File: src/rtl/fpwm_pkg.sv
package fpwm_pkg;
  localparam int unsigned HI_W   = 4;
  localparam int unsigned LO_W   = 4;
  localparam int unsigned CNT_W  = 8;
  localparam int unsigned ADDR_W = 3;
  localparam int unsigned DATA_W = 8;

  localparam logic [ADDR_W-1:0] A_CTRL = 3'd0;
  localparam logic [ADDR_W-1:0] A_DIV  = 3'd1;
  localparam logic [ADDR_W-1:0] A_UNIT = 3'd2;
  localparam logic [ADDR_W-1:0] A_RISE = 3'd3;
  localparam logic [ADDR_W-1:0] A_FALL = 3'd4;

  typedef struct packed {
    logic [HI_W-1:0]  div_hi;
    logic [LO_W-1:0]  div_lo;
    logic [CNT_W-1:0] unit;
    logic [CNT_W-1:0] rise;
    logic [CNT_W-1:0] fall;
  } cfg_t;
endpackage

File: src/rtl/fpwm_regs.sv
module fpwm_regs
  import fpwm_pkg::*;
(
  input  logic              clk_i,
  input  logic              rst_ni,
  input  logic              wr_en_i,
  input  logic [ADDR_W-1:0] wr_addr_i,
  input  logic [DATA_W-1:0] wr_data_i,
  output logic              run_o,
  output logic              ch_on_o,
  output cfg_t              stage_o
);
  always_ff @(posedge clk_i or negedge rst_ni) begin
    if (!rst_ni) begin
      run_o   <= 1'b0;
      ch_on_o <= 1'b0;
      stage_o <= '0;
    end else if (wr_en_i) begin
      case (wr_addr_i)
        A_CTRL: begin
          run_o   <= wr_data_i[0];
          ch_on_o <= wr_data_i[1];
        end
        A_DIV: begin
          stage_o.div_hi <= wr_data_i[HI_W-1:0];
          stage_o.div_lo <= wr_data_i[HI_W+LO_W-1:HI_W];
        end
        A_UNIT:  stage_o.unit <= wr_data_i[CNT_W-1:0];
        A_RISE:  stage_o.rise <= wr_data_i[CNT_W-1:0];
        A_FALL:  stage_o.fall <= wr_data_i[CNT_W-1:0];
        default: ;
      endcase
    end
  end
endmodule

File: src/rtl/fpwm_prescaler.sv
module fpwm_prescaler #(
  parameter int unsigned HI_W = 4,
  parameter int unsigned LO_W = 4
) (
  input  logic            clk_i,
  input  logic            rst_ni,
  input  logic            run_i,
  input  logic [HI_W-1:0] div_hi_i,
  input  logic [LO_W-1:0] div_lo_i,
  output logic            tick_o
);
  localparam int unsigned DIV_W = (1 << HI_W) - 1 + LO_W + 1;

  logic [DIV_W-1:0] lo_fac, div_val, term_val, pre_q;

  always_comb begin
    lo_fac   = (div_lo_i == '0) ? DIV_W'(1) : DIV_W'({div_lo_i, 1'b0});
    div_val  = lo_fac << div_hi_i;
    term_val = div_val - DIV_W'(1);
  end

  assign tick_o = run_i && (pre_q == term_val);

  always_ff @(posedge clk_i or negedge rst_ni) begin
    if (!rst_ni)          pre_q <= '0;
    else if (!run_i)      pre_q <= '0;
    else if (tick_o)      pre_q <= '0;
    else                  pre_q <= pre_q + DIV_W'(1);
  end


  div_range_chk: assert property (@(posedge clk_i) disable iff (!rst_ni)
    pre_q < div_val);
endmodule

File: src/rtl/fpwm_period.sv
module fpwm_period
  import fpwm_pkg::*;
(
  input  logic             clk_i,
  input  logic             rst_ni,
  input  logic             run_i,
  input  logic             tick_i,
  input  cfg_t             stage_i,
  output cfg_t             act_o,
  output logic [CNT_W-1:0] cnt_o
);
  logic wrap;
  assign wrap = tick_i && (cnt_o == act_o.unit);

  always_ff @(posedge clk_i or negedge rst_ni) begin
    if (!rst_ni) begin
      cnt_o <= '0;
      act_o <= '0;
    end else if (!run_i) begin
      cnt_o <= '0;
      act_o <= stage_i;
    end else if (tick_i) begin
      if (wrap) begin
        cnt_o <= '0;
        act_o <= stage_i;
      end else begin
        cnt_o <= cnt_o + CNT_W'(1);
      end
    end
  end


  cnt_range_chk: assert property (@(posedge clk_i) disable iff (!rst_ni)
    cnt_o <= act_o.unit);

  shadow_hold_chk: assert property (@(posedge clk_i) disable iff (!rst_ni)
    (run_i && !wrap) |=> $stable(act_o));

  stop_clear_chk: assert property (@(posedge clk_i) disable iff (!rst_ni)
    !run_i |=> (cnt_o == '0));

  tick_gate_chk: assert property (@(posedge clk_i) disable iff (!rst_ni)
    tick_i |-> run_i);
endmodule

File: src/rtl/fpwm_shaper.sv
module fpwm_shaper #(
  parameter int unsigned CNT_W = 8
) (
  input  logic [CNT_W-1:0] cnt_i,
  input  logic [CNT_W-1:0] rise_i,
  input  logic [CNT_W-1:0] fall_i,
  input  logic             run_i,
  input  logic             ch_on_i,
  output logic             pwm_o
);
  logic win;

  always_comb begin
    if (rise_i == fall_i)     win = 1'b1;
    else if (rise_i < fall_i) win = (cnt_i >= rise_i) && (cnt_i < fall_i);
    else                      win = (cnt_i >= rise_i) || (cnt_i < fall_i);
  end

  assign pwm_o = run_i && ch_on_i && win;
endmodule

File: src/rtl/fan_pwm_edge.sv
module fan_pwm_edge
  import fpwm_pkg::*;
(
  input  logic              clk_i,
  input  logic              rst_ni,
  input  logic              wr_en_i,
  input  logic [ADDR_W-1:0] wr_addr_i,
  input  logic [DATA_W-1:0] wr_data_i,
  output logic              pwm_o
);
  logic             run, ch_on, tick;
  cfg_t             stage, act;
  logic [CNT_W-1:0] cnt;

  fpwm_regs u_regs (
    .clk_i, .rst_ni, .wr_en_i, .wr_addr_i, .wr_data_i,
    .run_o(run), .ch_on_o(ch_on), .stage_o(stage)
  );

  fpwm_prescaler #(.HI_W(HI_W), .LO_W(LO_W)) u_pre (
    .clk_i, .rst_ni, .run_i(run),
    .div_hi_i(act.div_hi), .div_lo_i(act.div_lo), .tick_o(tick)
  );

  fpwm_period u_per (
    .clk_i, .rst_ni, .run_i(run), .tick_i(tick),
    .stage_i(stage), .act_o(act), .cnt_o(cnt)
  );

  fpwm_shaper #(.CNT_W(CNT_W)) u_shp (
    .cnt_i(cnt), .rise_i(act.rise), .fall_i(act.fall),
    .run_i(run), .ch_on_i(ch_on), .pwm_o
  );


  full_duty_chk: assert property (@(posedge clk_i) disable iff (!rst_ni)
    (run && ch_on && act.rise == act.fall) |-> pwm_o);

  ch_off_chk: assert property (@(posedge clk_i) disable iff (!rst_ni)
    !ch_on |-> !pwm_o);
endmodule

File: config.mk
export PLATFORM = sky130hd
export DESIGN_NAME = fan_pwm_edge
export DESIGN_NICKNAME = d
export VERILOG_FILES = /design/src/rtl/fpwm_pkg.sv /design/src/rtl/fpwm_regs.sv /design/src/rtl/fpwm_prescaler.sv /design/src/rtl/fpwm_period.sv /design/src/rtl/fpwm_shaper.sv /design/src/rtl/fan_pwm_edge.sv
export SDC_FILE = /design/constraint.sdc
export NUM_CORES = 1
export LEC_CHECK = 0
export ABC_AREA = 1
export BUFFER_PORTS_ARGS = -buffer_cell sky130_fd_sc_hd__buf_2
export CAP_MARGIN = 10
export CORE_ASPECT_RATIO = 1.4
export CORE_MARGIN = 5
export CORE_UTILIZATION = 35
export DETAILED_ROUTE_END_ITERATION = 16
export PLACE_DENSITY = 0.59
export REMOVE_ABC_BUFFERS = 1
export SLEW_MARGIN = 20
export SYNTH_ARGS = -nofsm -noshare
export SYNTH_HDL_FRONTEND = slang
export SYNTH_HIERARCHICAL = 1
export SYNTH_SLANG_ARGS = --single-unit
File: constraint.sdc
create_clock -name clk_i -period 5.2 [get_ports clk_i]
set_clock_uncertainty 0.05 [all_clocks]
set_input_delay 0.26 -clock clk_i [delete_from_list [all_inputs] [get_ports clk_i]]
set_output_delay 0.26 -clock clk_i [all_outputs]
set_load 0.03 [all_outputs]
Word-level counts from Yosys, hierarchy flattened
Cells that the tools add are included.
Operators by class
  add/subtract/negate cells: 3
  $lt $le $gt $ge: 3
  equality and inequality tests: 9
  shift operators: 1
  muxes and demuxes: 11
  reduce and logical (&&, ||, !) cells: 14
Operators with widths (count)
  $mux W32: 3
  $mux W20: 2
  $mux W8: 3
  $add A20 B1 Y20 const B: 1
  $eq A20 B20 Y1: 1
  $shl A20 B4 Y20: 1
  $sub A20 B1 Y20 const B: 1
  $eq A8 B8 Y1: 2
  $lt A8 B8 Y1: 2
  $reduce_and A2 Y1: 6
  $add A8 B1 Y8 const B: 1
  $ge A8 B8 Y1: 1
  $eq A3 B2 Y1 const B: 2
  $logic_and A1 B1 Y1: 5
  $mux W5: 1
  $logic_not A4 Y1: 1
  $ne A2 B1 Y1 const B: 2
  $eq A3 B1 Y1 const B: 1
  $eq A3 B3 Y1 const B: 1
  $logic_not A3 Y1: 1
  $mux W1: 2
  $logic_or A1 B1 Y1: 1
Word-level totals
  register bits: 94
  word-level logic and storage cells: 55

Logic depth before layout (Yosys ltp)
Gate-level depths: netlist of run 1.
  depth in word-level cells: 10
  gate-level depth with buffers: 29

Hierarchy
The synthesis of run 1 kept the hierarchy.
By module, submodules not included
  fpwm_prescaler: instances 1, cells each 398, area an instance 2538.7 µm², seq. area each 500.5 µm²
  fpwm_period: instances 1, cells each 225, area an instance 1898.1 µm², seq. area each 1001.0 µm²
  fpwm_regs: instances 1, cells each 158, area an instance 1383.8 µm², seq. area each 850.8 µm²
  fpwm_shaper: instances 1, cells each 97, area an instance 604.3 µm², seq. area each 0.0 µm²

Worst setup path before layout of run 1
Ideal clock, no wire load.
  kind: register to register
  start: register u_per/act_o[27] (netlist bit)
  end: register u_per/act_o[19] (netlist bit)
  library setup time: 0.066 ns
  data arrival time: 3.094 ns
  data required time: 5.084 ns
  setup slack: 1.990 ns
  stages on the path, launching flop included: 27
  buffers on the path: 2
  path through: dfrtp_1 > nor2_4 > nand4_2 > nor2_1 > nand2_1 > ha_1 > a21boi_0 > o21ai_0 > nor2_1 > nand3_1 > a21oi_1 > nand3_1 > nor2_1 > nand2_1 > nor2_1 > nand3_1 > inv_1 > inv_1 > a21oi_1 > nand3_2 > nor2_2 > nand2_2 > nand2_2 > buf_6 > buf_12 > nand2_2 > nand2_1
On the way
  longest elaborated chain between the ends: 9
  elaborated cells between the ends (all ways): 10
RTL lines
  start: declaration: RTL line fpwm_period.sv:9  | output cfg_t act_o,
  start signal: assignment: RTL line fpwm_period.sv:21  | act_o <= stage_i;
  start signal: assignment: RTL line fpwm_period.sv:25  | act_o <= stage_i;
  $logic_not A4 Y1: RTL line fpwm_prescaler.sv:17  | lo_fac = (div_lo_i == '0) ? DIV_W'(1) : DIV_W'({div_lo_i, 1'b0});
  $mux W5 *: RTL line fpwm_prescaler.sv:17
  $shl A20 B4 Y20 *: RTL line fpwm_prescaler.sv:18  | div_val = lo_fac << div_hi_i;
  $sub A20 B1 Y20 *: RTL line fpwm_prescaler.sv:19  | term_val = div_val - DIV_W'(1);
  $eq A20 B20 Y1 *: RTL line fpwm_prescaler.sv:22  | assign tick_o = run_i && (pre_q == term_val);
  $logic_and A1 B1 Y1 *: RTL line fpwm_prescaler.sv:22
  net tick: RTL line fan_pwm_edge.sv:11  | logic run, ch_on, tick;
  $logic_and A1 B1 Y1: RTL line fpwm_period.sv:13  | assign wrap = tick_i && (cnt_o == act_o.unit);
  $ne A2 B1 Y1 (no line)
  $reduce_and A2 Y1 (no line) *
The timed path passes the listed nets; every way through them passes the cells marked *.
A chain may end at the register's enable or synchronous reset.

Worst setup path in the final report of run 1
  start: register u_per/act_o[29] (netlist bit)
  end: register u_per/act_o[14] (netlist bit)
On the way
  longest elaborated chain between the ends: 7
  elaborated cells between the ends (all ways): 8
RTL lines (RTL line)
  $shl A20 B4 Y20 *: fpwm_prescaler.sv:18
  $sub A20 B1 Y20 *: fpwm_prescaler.sv:19
  $eq A20 B20 Y1 *: fpwm_prescaler.sv:22
  $logic_and A1 B1 Y1 *: fpwm_prescaler.sv:22
  net tick: fan_pwm_edge.sv:11
  $logic_and A1 B1 Y1: fpwm_period.sv:13
  $ne A2 B1 Y1 (no line)
  $reduce_and A2 Y1 (no line) *
Marked as above.

==> results.json, run 1 <==
{
  "status": "completed",
  "powerDensity_nw_per_um2": 418,
  "worst_slew_pin_slew_ns": 0.901,
  "drt_first_pass_iters": 4,
  "clk-insertion-delay-late_ns": 0.36,
  "overflow": 0,
  "min_path_cells": 3,
  "r2r.worst_path.cells": 25,
  "cts-root-buf": "clkbuf_16",
  "hp-class": "in2reg",
  "synth_edf_count": 0,
  "final_net_count": 924,
  "wl_um": 15100,
  "hold_start": "wr_data_i[3]",
  "die_area_um2": 21200,
  "start_util_pct": 35.7,
  "synthArstFlopShare_pct": 100,
  "vdd_drop_max_v": 0.000182,
  "core_um2": 18000,
  "worstSetupStartpointType": "flop",
  "syn_to_final_growth_pct": 7.65,
  "viasPerCell": 4.67,
  "endpoint_kind": "flop",
  "rsz0062_at_grt": "no",
  "yosysTopAreaCellShare_pct": 36.6,
  "fmax_mhz": 250,
  "setup_slack_ns": 1.20,
  "cts_buffers": 9,
  "grt_max_degree": 53,
  "hold_violations": 0,
  "hpwl_um": 11500,
  "clk_pin_slew_ns": 0.08,
  "fin_crit_ns": 4.00,
  "drv_slew": 0,
  "cp.required_ns": 5.44,
  "synth_warnings": 6,
  "cts_tree": "done",
  "finalSetupTns_ns": 0,
  "worst_slew_margin_rel_pct": 39.8,
  "synth_area_leaders": "dfrtp_1, nand2_1, nand3_1",
  "grt_pass1_wl_um": 25200,
  "leakage_nw": 3.57,
  "cts_resized": 0,
  "drcViolationCount": 0,
  "htreeDepth": 3,
  "layout-drive-gt1-share_pct": 14.7,
  "crit_arrival_ns": 4.24,
  "final_util_pct": 38.4,
  "synth_flop_cell": "dfrtp_1",
  "place.gp.congestion": 0.846,
  "syn_area_um2": 6420,
  "total_power_mw": 2.89,
  "synth.most_common_cell": "nand2_1",
  "num-fill-cells": 2048,
  "setup_viol": 0,
  "seq_area_frac_synth_pct": 36.6,
  "ys_types": 45,
  "wl_per_cell_um": 13.4,
  "num_vias": 5274,
  "synth_cells": 878,
  "path_max_fanout": 38,
  "first_global_vias": 5143,
  "crit_type": "reg2reg",
  "synth.avg_cell_area_um2": 7.32,
  "r2r-start": "u_per/act_o[29]$_DFFE_PN0P_",
  "diodes": 0,
  "die_x_um": 125,
  "grtUsageTotal_pct": 14.5,
  "yosys.area.top_type": "dfrtp_1",
  "io_pins": 15,
  "drtIter0Drc": 210,
  "drv_cap": 0,
  "rows": 58,
  "place_ws_ns": 1.19,
  "finalCritPeriodShare_pct": 76.9,
  "port_buffers": 14,
  "postRouteAntennaNets": 0,
  "synth_common_cells": "nand2_1, nand3_1, dfrtp_1, inv_1, nor2_1",
  "dieHeight_um": 170,
  "grt_antenna_before_repair": 0,
  "cts.path.max_buffers": 2,
  "clock-sinks": 94,
  "ys_ff_latch": 94,
  "cp-startpoint": "u_per/act_o[29]$_DFFE_PN0P_"
}
[flip-flops by register name, indices dropped and copies added, names as in the netlist]
| signal | count |
|---|---|
| u_regs/ch_on_o | 1 |
| u_pre/pre_q | 20 |
| u_per/act_o | 32 |
| u_regs/stage_o | 32 |
| u_per/cnt_o | 8 |
| u_regs/run_o | 1 |
[path summary, 6_finish.rpt]
kind,to,slack (ns)
setup / recovery,u_per/act_o[14]$_DFFE_PN0P_,1.20
hold / removal,u_regs/stage_o[11]$_DFFE_PN0P_,0.13
setup reg to reg,u_per/act_o[14]$_DFFE_PN0P_,1.20
hold reg to reg,u_regs/stage_o[16]$_DFFE_PN0P_,0.42
max in group asynchronous,u_pre/pre_q[11]$_DFF_PN0_,3.60
min in group asynchronous,u_regs/stage_o[7]$_DFFE_PN0P_,0.38
[critical path: stages (launching register included)]
cell and delay, ns:
dfrtp_1 0.52, inv_6 0.18, nand4_2 0.16, nor2_1 0.17, nand2_1 0.14, ha_1 0.33, a21boi_0 0.16, o21ai_0 0.10
nor2_1 0.11, nand3_1 0.08, a21oi_1 0.13, nand3_1 0.08, nor2_1 0.14, nand2_1 0.06, nor2_1 0.10, nand3_1 0.13
inv_1 0.11, inv_1 0.07, a21oi_1 0.14, nand3_2 0.09, nor2_2 0.09, nand2_2 0.06, nand2_2 0.05, buf_4 0.46
nand2_1 0.13, nand2_1 0.08
[layout by cell type, fill, tap and decap left out, drive strengths merged, types with 12 or more instances in the layout]
cell   count
buf       18
nor2      93
nand4     17
xor2      23
ha        26
inv       93
o21ai     12
dfrtp     94
nand2    335
nand3    126
[routing by layer]
metal / wire [um] / up-vias / global-route usage [%] / share of wire, %
li1: - / 2782 / - / -
met1: 6430 / 2400 / 16.7 / 43
met2: 7990 / 68 / 26.8 / 53
met3: 265 / 24 / 1.48 / 1.8
met4: 430 / 0 / 7.30 / 2.8
met5: 0 / - / 0 / 0
[per-stage QoR]
stage | std cells | instance area [um^2] | hold slack, ns
final | 1129 | 6920 | 0.126
after global routing | 1129 | 6920 | 0.141
after CTS | 1129 | 6920 | 0.115
after floorplan | 854 | 6220 | -0.0856
after global placement | 1112 | 6620 | 0.240
after detailed placement | 1112 | 6620 | 0.248
[cells by family (layout without fill, tap and decap cells)]
group,after synthesis,count (layout),share of synthesized area (%)
simple gates,583,583,42.5
buf+inv,115,126,8.67
flops,94,94,36.6
compound gates,30,30,2.88
xor+xnor,30,30,4.30
fa+ha+maj,26,26,5.06
[power by group]
group / internal (mW) / switching (mW)
clock network: 0.338 / 0.324
logic: 0.416 / 0.828
registers: 0.853 / 0.131
total: 1.61 / 1.28
[final cells by class]
| type | count | area (um^2) | area share, % |
|---|---|---|---|
| Clock buffer | 10 | 229 | 3.31 |
| Clock inverter | 6 | 57.6 | 0.832 |
| Inverter | 91 | 349 | 5.05 |
| Multi-Input combinational cell | 669 | 3520 | 50.8 |
| Sequential cell | 94 | 2350 | 34.0 |
| Tap cell | 240 | 300 | 4.34 |
| Timing Repair Buffer | 19 | 113 | 1.63 |
[timing repair]
action | in CTS | in global routing
endpoints found under the setup margin | 0 | 0
setup buffers | 0 | 0
hold buffers | 1 | 0
hold endpoints to repair | 42 | 0
Note: power is estimated with default switching activity, not from simulation.
==> inputs of run 2 (changes only) <==
--- a/config.mk
+++ b/config.mk
@@ -5,7 +5,7 @@
 export SDC_FILE = /design/constraint.sdc
 export NUM_CORES = 1
 export LEC_CHECK = 0
-export ABC_AREA = 1
+export ABC_AREA = 0
 export BUFFER_PORTS_ARGS = -buffer_cell sky130_fd_sc_hd__buf_2
 export CAP_MARGIN = 10
 export CORE_ASPECT_RATIO = 1.4
==> constraint.sdc (replaced) <==
create_clock -name clk_i -period 4.06 [get_ports clk_i]
set_clock_uncertainty 0.05 [all_clocks]
set_input_delay 0.203 -clock clk_i [delete_from_list [all_inputs] [get_ports clk_i]]
set_output_delay 0.203 -clock clk_i [all_outputs]
set_load 0.03 [all_outputs]
==> results.json, run 2 <==
{
  "hold_path_end": "u_regs/stage_o[30]$_DFFE_PN0P_",
  "postRouteAntennaNets": 0,
  "largestRegisters": "u_per/act_o x32, u_regs/stage_o x32, u_pre/pre_q x20",
  "cp.required_ns": 4.28,
  "synth_cells": 620,
  "worstPathCellList": "nor4_4 > buf_4 > and2_4 > nand3_4 > ha_4 > xor2_2 > buf_4 > nand4b_1 > a21oi_2 > o2111ai_2 > nor4_2 > o2111ai_2 > nor4_4 > and2_4 > buf_6 > nor2b_4 > or3_4 > or4_4 > a21oi_2",
  "endpoint_kind": "flop",
  "dieHeight_um": 169,
  "ys_types": 86,
  "place_area_um2": 7160,
  "seq_power_share_pct": 23.2,
  "vdd_drop_max_v": 0.000375,
  "cts.path.max_buffers": 2,
  "drv_cap": 0,
  "cts_buffers": 9,
  "synthArstFlopShare_pct": 100,
  "io_pins": 15,
  "leakage_nw": 3.51,
  "grtUsageTotal_pct": 16.7,
  "rows": 58,
  "critPathTopFamily": "simple AND/OR/NAND/NOR gates",
  "clk-insertion-delay-late_ns": 0.35,
  "rsz0062_at_grt": "yes",
  "drv_slew": 0,
  "die_area_um2": 20900,
  "place_ws_ns": -0.359,
  "hold_start": "wr_data_i[2]",
  "final_area_um2": 8190,
  "hp-class": "in2reg",
  "grt_pass1_wl_um": 27700,
  "setup_viol": 33,
  "reg2reg_to": "u_per/cnt_o[7]$_DFFE_PN0P_",
  "grt_antenna_before_repair": 0,
  "combPwrFrac_pct": 61.9,
  "worstSetupStartpointType": "flop",
  "hold_violations": 0,
  "first_global_vias": 5473,
  "power_switching_share_pct": 41.5,
  "cts_tree": "done",
  "reg2reg_setup_slack_ns": -0.08,
  "powerDensity_nw_per_um2": 702,
  "drt_first_pass_iters": 5,
  "drtIter0Drc": 331,
  "ys_ff_latch": 94,
  "htreeDepth": 3,
  "wl_um": 17400,
  "worst_slew_pin_slew_ns": 0.899,
  "layout-drive-gt1-share_pct": 41.9,
  "start_util_pct": 35.4,
  "overflow": 0,
  "synth.avg_cell_area_um2": 10.2,
  "seq_area_frac_synth_pct": 37.3,
  "num-fill-cells": 1671,
  "r2r-start": "u_per/act_o[24]$_DFFE_PN0P_",
  "yosysTopAreaCellShare_pct": 37.3,
  "syn_to_final_growth_pct": 29.7,
  "die_x_um": 123,
  "final_net_count": 765,
  "yosys.area.top_type": "dfrtp_1",
  "port_buffers": 14,
  "p_switching_mw": 2.39,
  "grt_max_degree": 72,
  "intPower_mw": 3.36,
  "critPathSlowestCell": "dfrtp_2",
  "critPathBufInv": 3,
  "crit_arrival_ns": 4.36,
  "path_max_fanout": 5,
  "setup_slack_ns": -0.0799,
  "synth_warnings": 6,
  "place.gp.congestion": 0.951,
  "hpwl_um": 12200,
  "r2r.worst_path.cells": 19,
  "viasPerCell": 5.43,
  "clk_pin_slew_ns": 0.07,
  "syn_area_um2": 6310,
  "crit_type": "reg2reg",
  "synth_flop_cell": "dfrtp_1",
  "cts-root-buf": "clkbuf_16",
  "clock-sinks": 94,
  "diodes": 0,
  "num_vias": 5269,
  "layout_commonest_cell": "buf_4",
  "multi_input_area_um2": 4130,
  "fmax_mhz": 242,
  "drcViolationCount": 0,
  "min_path_cells": 2,
  "p_clk_share_pct": 14.9,
  "finalCritPeriodShare_pct": 102,
  "critPathMaxStageDelay_ns": 0.43,
  "seq_area_um2": 2360,
  "final_cell_mix": "buf_4, dfrtp_1, nand2_1",
  "synth.most_common_cell": "dfrtp_1",
  "status": "finished, violations left",
  "wl_per_cell_um": 17.9,
  "synth_edf_count": 0,
  "synth_area_leaders": "dfrtp_1, mux2_2, xnor2_1",
  "fin_crit_ns": 4.14,
  "worst_slew_margin_rel_pct": 40.1,
  "violations": "setup timing",
  "synth_common_cells": "dfrtp_1, nand2_1, mux2_2, xnor2_1, nor2_1",
  "core_um2": 17900
}
run 2: cell count changes in the layout (fill, tap and decap cells not counted), sizes merged, moves of 8 or more:
cell,delta
nand2,-282
xnor2,+32
mux2,+69
buf,+102
nand3,-106
o22ai,+8
a211oi,+9
nor2b,+10
nor2,-61
inv,-66
nor3,+9
xor2,-10
a21oi,+33
nand4,-8
run 2: worst reg2reg max path: stages, from the launching register on:
cell       delay, ns
dfrtp_2         0.43
nor4_4          0.33
buf_4           0.17
and2_4          0.15
nand3_4         0.08
ha_4            0.18
xor2_2          0.13
buf_4           0.14
nand4b_1        0.12
a21oi_2         0.18
o2111ai_2       0.14
nor4_2          0.19
o2111ai_2       0.17
nor4_4          0.32
and2_4          0.22
buf_6           0.11
nor2b_4         0.04
or3_4           0.33
or4_4           0.43
a21oi_2         0.14
run 2: what timing repair did:
item	CTS	global route
hold buffers	1	0
resized for setup	26	83
gates cloned	3	1
pin swaps	25	17
setup endpoints to repair	38	38
buffers inserted	14	10
hold endpoints to repair	70	0
run 2: power groups by stage:
stage               sequential (mW)  combinational (mW)  clock, mW
finish                         1.34                3.56      0.856
global route                   1.36                3.83      0.919
CTS                            1.32                3.16      0.876
detailed placement             1.33                2.91          0
global placement               1.32                2.85          0
floorplan                      1.39                1.66          0
run 2: kinds of logic after synthesis:
group,Yosys count,synth area share (%)
XOR/XNOR,52,7.43
multiplexers,73,13.2
AND/OR/NAND/NOR,191,16.7
buffers and inverters,53,4.36
adder cells (fa/ha/maj),26,5.15
flip-flops,94,37.3
AO/OA/AOI/OAI,131,15.8
run 2: stage by stage:
stage	hold WS, ns	cells	power (mW)	utilization [%]	TNS, ns
detailed placement	0.317	928	4.24	40.1	-10.45
CTS	0.0842	962	5.35	43.5	-2.31
floorplan	-0.143	592	3.05	-	-148.15
global placement	0.302	928	4.17	40.1	-8.43
finish	0.0975	970	5.75	45.9	-1.01
global route	0.0966	970	6.11	45.9	-6.90
run 2: how the worst max path moves through the flow:
stage	startpoint	endpoint	slack, ns	depth (start not counted)
2_1_floorplan	u_per/act_o[25]$_DFFE_PN0P_	u_per/act_o[18]$_DFFE_PN0P_	-3.87	15
3_3_place_gp	u_per/act_o[25]$_DFFE_PN0P_	u_per/cnt_o[7]$_DFFE_PN0P_	-0.27	16
3_5_place_dp	u_per/act_o[25]$_DFFE_PN0P_	u_per/cnt_o[7]$_DFFE_PN0P_	-0.36	17
4_1_cts	u_per/act_o[27]$_DFFE_PN0P_	u_per/act_o[3]$_DFFE_PN0P_	-0.10	15
5_1_grt	u_per/act_o[24]$_DFFE_PN0P_	u_per/cnt_o[7]$_DFFE_PN0P_	-0.25	19
6_report	u_per/act_o[24]$_DFFE_PN0P_	u_per/cnt_o[7]$_DFFE_PN0P_	-0.08	19
run 2: final cells by class:
class / count / area share, %
multi-input combinational: 473 / 50.4
sequential: 94 / 28.8
timing repair buffer: 122 / 12.3
tap: 240 / 3.67
clock buffer: 9 / 2.75
inverter: 25 / 1.15
clock inverter: 7 / 0.978
run 2: per-layer routing:
layer  vias up  share of wire, %  global-route usage, %
li1       2484                 -                      -
met1      2613                40                   19.5
met2       123                53                   30.6
met3        49               2.4                   1.91
met4         0               4.1                   6.65
met5         -                 0                      0
==> inputs of run 3 (changes only) <==
--- a/config.mk
+++ b/config.mk
@@ -12,6 +12,7 @@
 export CORE_MARGIN = 5
 export CORE_UTILIZATION = 35
 export DETAILED_ROUTE_END_ITERATION = 16
+export GPL_TIMING_DRIVEN = 0
 export PLACE_DENSITY = 0.59
 export REMOVE_ABC_BUFFERS = 1
 export SLEW_MARGIN = 20
==> constraint.sdc (replaced) <==
create_clock -name clk_i -period 4.4 [get_ports clk_i]
set_clock_uncertainty 0.05 [all_clocks]
set_input_delay 0.22 -clock clk_i [delete_from_list [all_inputs] [get_ports clk_i]]
set_output_delay 0.22 -clock clk_i [all_outputs]
set_load 0.03 [all_outputs]
==> results.json, run 3 (synthesis gave the netlist of run 2 again) <==
{
  "worstPathCellList": "buf_4 > buf_4 > mux2_2 > a22oi_2 > buf_4 > nand4_1 > a311oi_1 > nand4_1 > buf_4 > nand2_1 > o221ai_1 > nor4_4 > buf_6 > and2_4 > nor2b_2 > or3_4 > or4_4 > a21oi_2",
  "grt_max_degree": 85,
  "cts-root-buf": "clkbuf_16",
  "hold_violations": 0,
  "core_um2": 17900,
  "num_vias": 5094,
  "clk-insertion-delay-late_ns": 0.35,
  "wl_per_cell_um": 18.0,
  "final_cells": 922,
  "die_area_um2": 20900,
  "diodes": 0,
  "overflow": 0,
  "finalCritPeriodShare_pct": 98.5,
  "cp.required_ns": 4.62,
  "clk_pin_slew_ns": 0.07,
  "drv_slew": 0,
  "leakage_nw": 3.21,
  "drt_first_pass_iters": 5,
  "fmax_mhz": 231,
  "cts_buffers": 9,
  "setup_slack_ns": 0.0647,
  "syn_to_final_growth_pct": 21.9,
  "start_util_pct": 35.4,
  "crit_arrival_ns": 4.56,
  "worstSetupStartpointType": "flop",
  "postRouteAntennaNets": 0,
  "worst_slew_pin_slew_ns": 1.06,
  "die_x_um": 123,
  "total_power_mw": 4.81,
  "viasPerCell": 5.52,
  "finalSetupTns_ns": 0,
  "cts.path.max_buffers": 2,
  "hpwl_um": 11000,
  "status": "completed",
  "setup_viol": 0,
  "place_ws_ns": -1.46,
  "critPathMaxStageDelay_ns": 0.43,
  "wl_um": 16600,
  "drcViolationCount": 0,
  "worst_slew_margin_rel_pct": 29.6,
  "htreeDepth": 3,
  "critPathSlowestCell": "dfrtp_2",
  "grtUsageTotal_pct": 15.9,
  "rows": 58,
  "dp_cells": 852,
  "first_global_vias": 5164,
  "hp-class": "in2reg",
  "fin_crit_ns": 4.34,
  "cts_tree": "done",
  "rsz0062_at_grt": "yes",
  "final_util_pct": 43.1,
  "dieHeight_um": 169,
  "final_net_count": 717,
  "cpMostUsedCell": "buf_4",
  "powerDensity_nw_per_um2": 625,
  "layout-drive-gt1-share_pct": 34.6,
  "layout_commonest_cell": "dfrtp_1",
  "port_buffers": 14,
  "multi_input_area_um2": 3980,
  "final_cell_mix": "dfrtp_1, nand2_1, buf_4",
  "drv_cap": 0,
  "grt_antenna_before_repair": 0,
  "place.gp.congestion": 0.883,
  "vdd_drop_max_v": 0.000299,
  "crit_type": "reg2reg",
  "drtIter0Drc": 319,
  "path_max_fanout": 5,
  "num-fill-cells": 1745,
  "final_area_um2": 7690,
  "io_pins": 15,
  "clock-sinks": 94,
  "place_area_um2": 6610,
  "largestRegisters": "u_per/act_o x32, u_regs/stage_o x32, u_pre/pre_q x20",
  "fin_hold_ws_ns": 0.116,
  "endpoint_kind": "flop",
  "seq_area_um2": 2370,
  "grt_pass1_wl_um": 26500
}
[run 3: cell types whose count changed in the layout (fill, tap and decap cells not counted), sizes merged]
cell / before / now
buf: 120 / 70
clkbuf: 10 / 11
inv: 27 / 26
a21bo: 1 / 2
clkinvlp: 1 / 2
[run 3: critical path: cells and delay by family (launching register included)]
| family | cells | cell delay [ns] |
|---|---|---|
| and+or+nand+nor | 8 | 1.70 |
| AOI/OAI and AO/OA | 4 | 0.95 |
| buffers and inverters | 5 | 0.85 |
| DFF | 1 | 0.43 |
| muxes | 1 | 0.28 |
[run 3: final cells by class]
type                    instances  share of cell area, %
clock buffers                   9                   2.93
multi-input cells             474                   51.7
well taps                     240                   3.90
flip-flops and latches         94                   30.8
inverters                      25                   1.30
clock inverters                 7                  0.878
repair buffers                 73                   8.41
[run 3: final timing paths]
kind	startpoint	end	slack, ns	depth (start not counted)
max in group asynchronous	rst_ni	u_per/act_o[31]$_DFFE_PN0P_	3.44	3
hold reg to reg	u_per/act_o[1]$_DFFE_PN0P_	u_per/act_o[1]$_DFFE_PN0P_	0.44	1
setup reg to reg	u_per/act_o[25]$_DFFE_PN0P_	u_per/cnt_o[7]$_DFFE_PN0P_	0.06	18
setup / recovery	u_per/act_o[25]$_DFFE_PN0P_	u_per/cnt_o[7]$_DFFE_PN0P_	0.06	18
hold / removal	wr_data_i[7]	u_regs/stage_o[23]$_DFFE_PN0P_	0.12	2
min in group asynchronous	rst_ni	u_pre/pre_q[13]$_DFF_PN0_	0.19	2
[run 3: where the power goes]
| part | internal [mW] | leakage [nW] | switching (mW) |
|---|---|---|---|
| logic | 1.27 | 1.90 | 1.49 |
| clock network | 0.396 | 0.140 | 0.362 |
| registers | 1.07 | 1.17 | 0.227 |
[run 3: layer usage]
layer  share of wire [%]  global-route usage (%)  vias to the layer above
li1                    -                       -                     2378
met1                  41                    19.0                     2562
met2                  52                    27.9                      108
met3                 2.8                    2.01                       46
met4                 4.1                    7.76                        0
met5                   0                       0                        -
[run 3: timing repair]
action	in CTS	in global routing
setup buffers	35	16
endpoints found under the hold margin	94	0
hold buffers	1	0
setup endpoints to repair	49	33
gates resized for setup	37	38
pin swaps	12	13
cloned	1	2
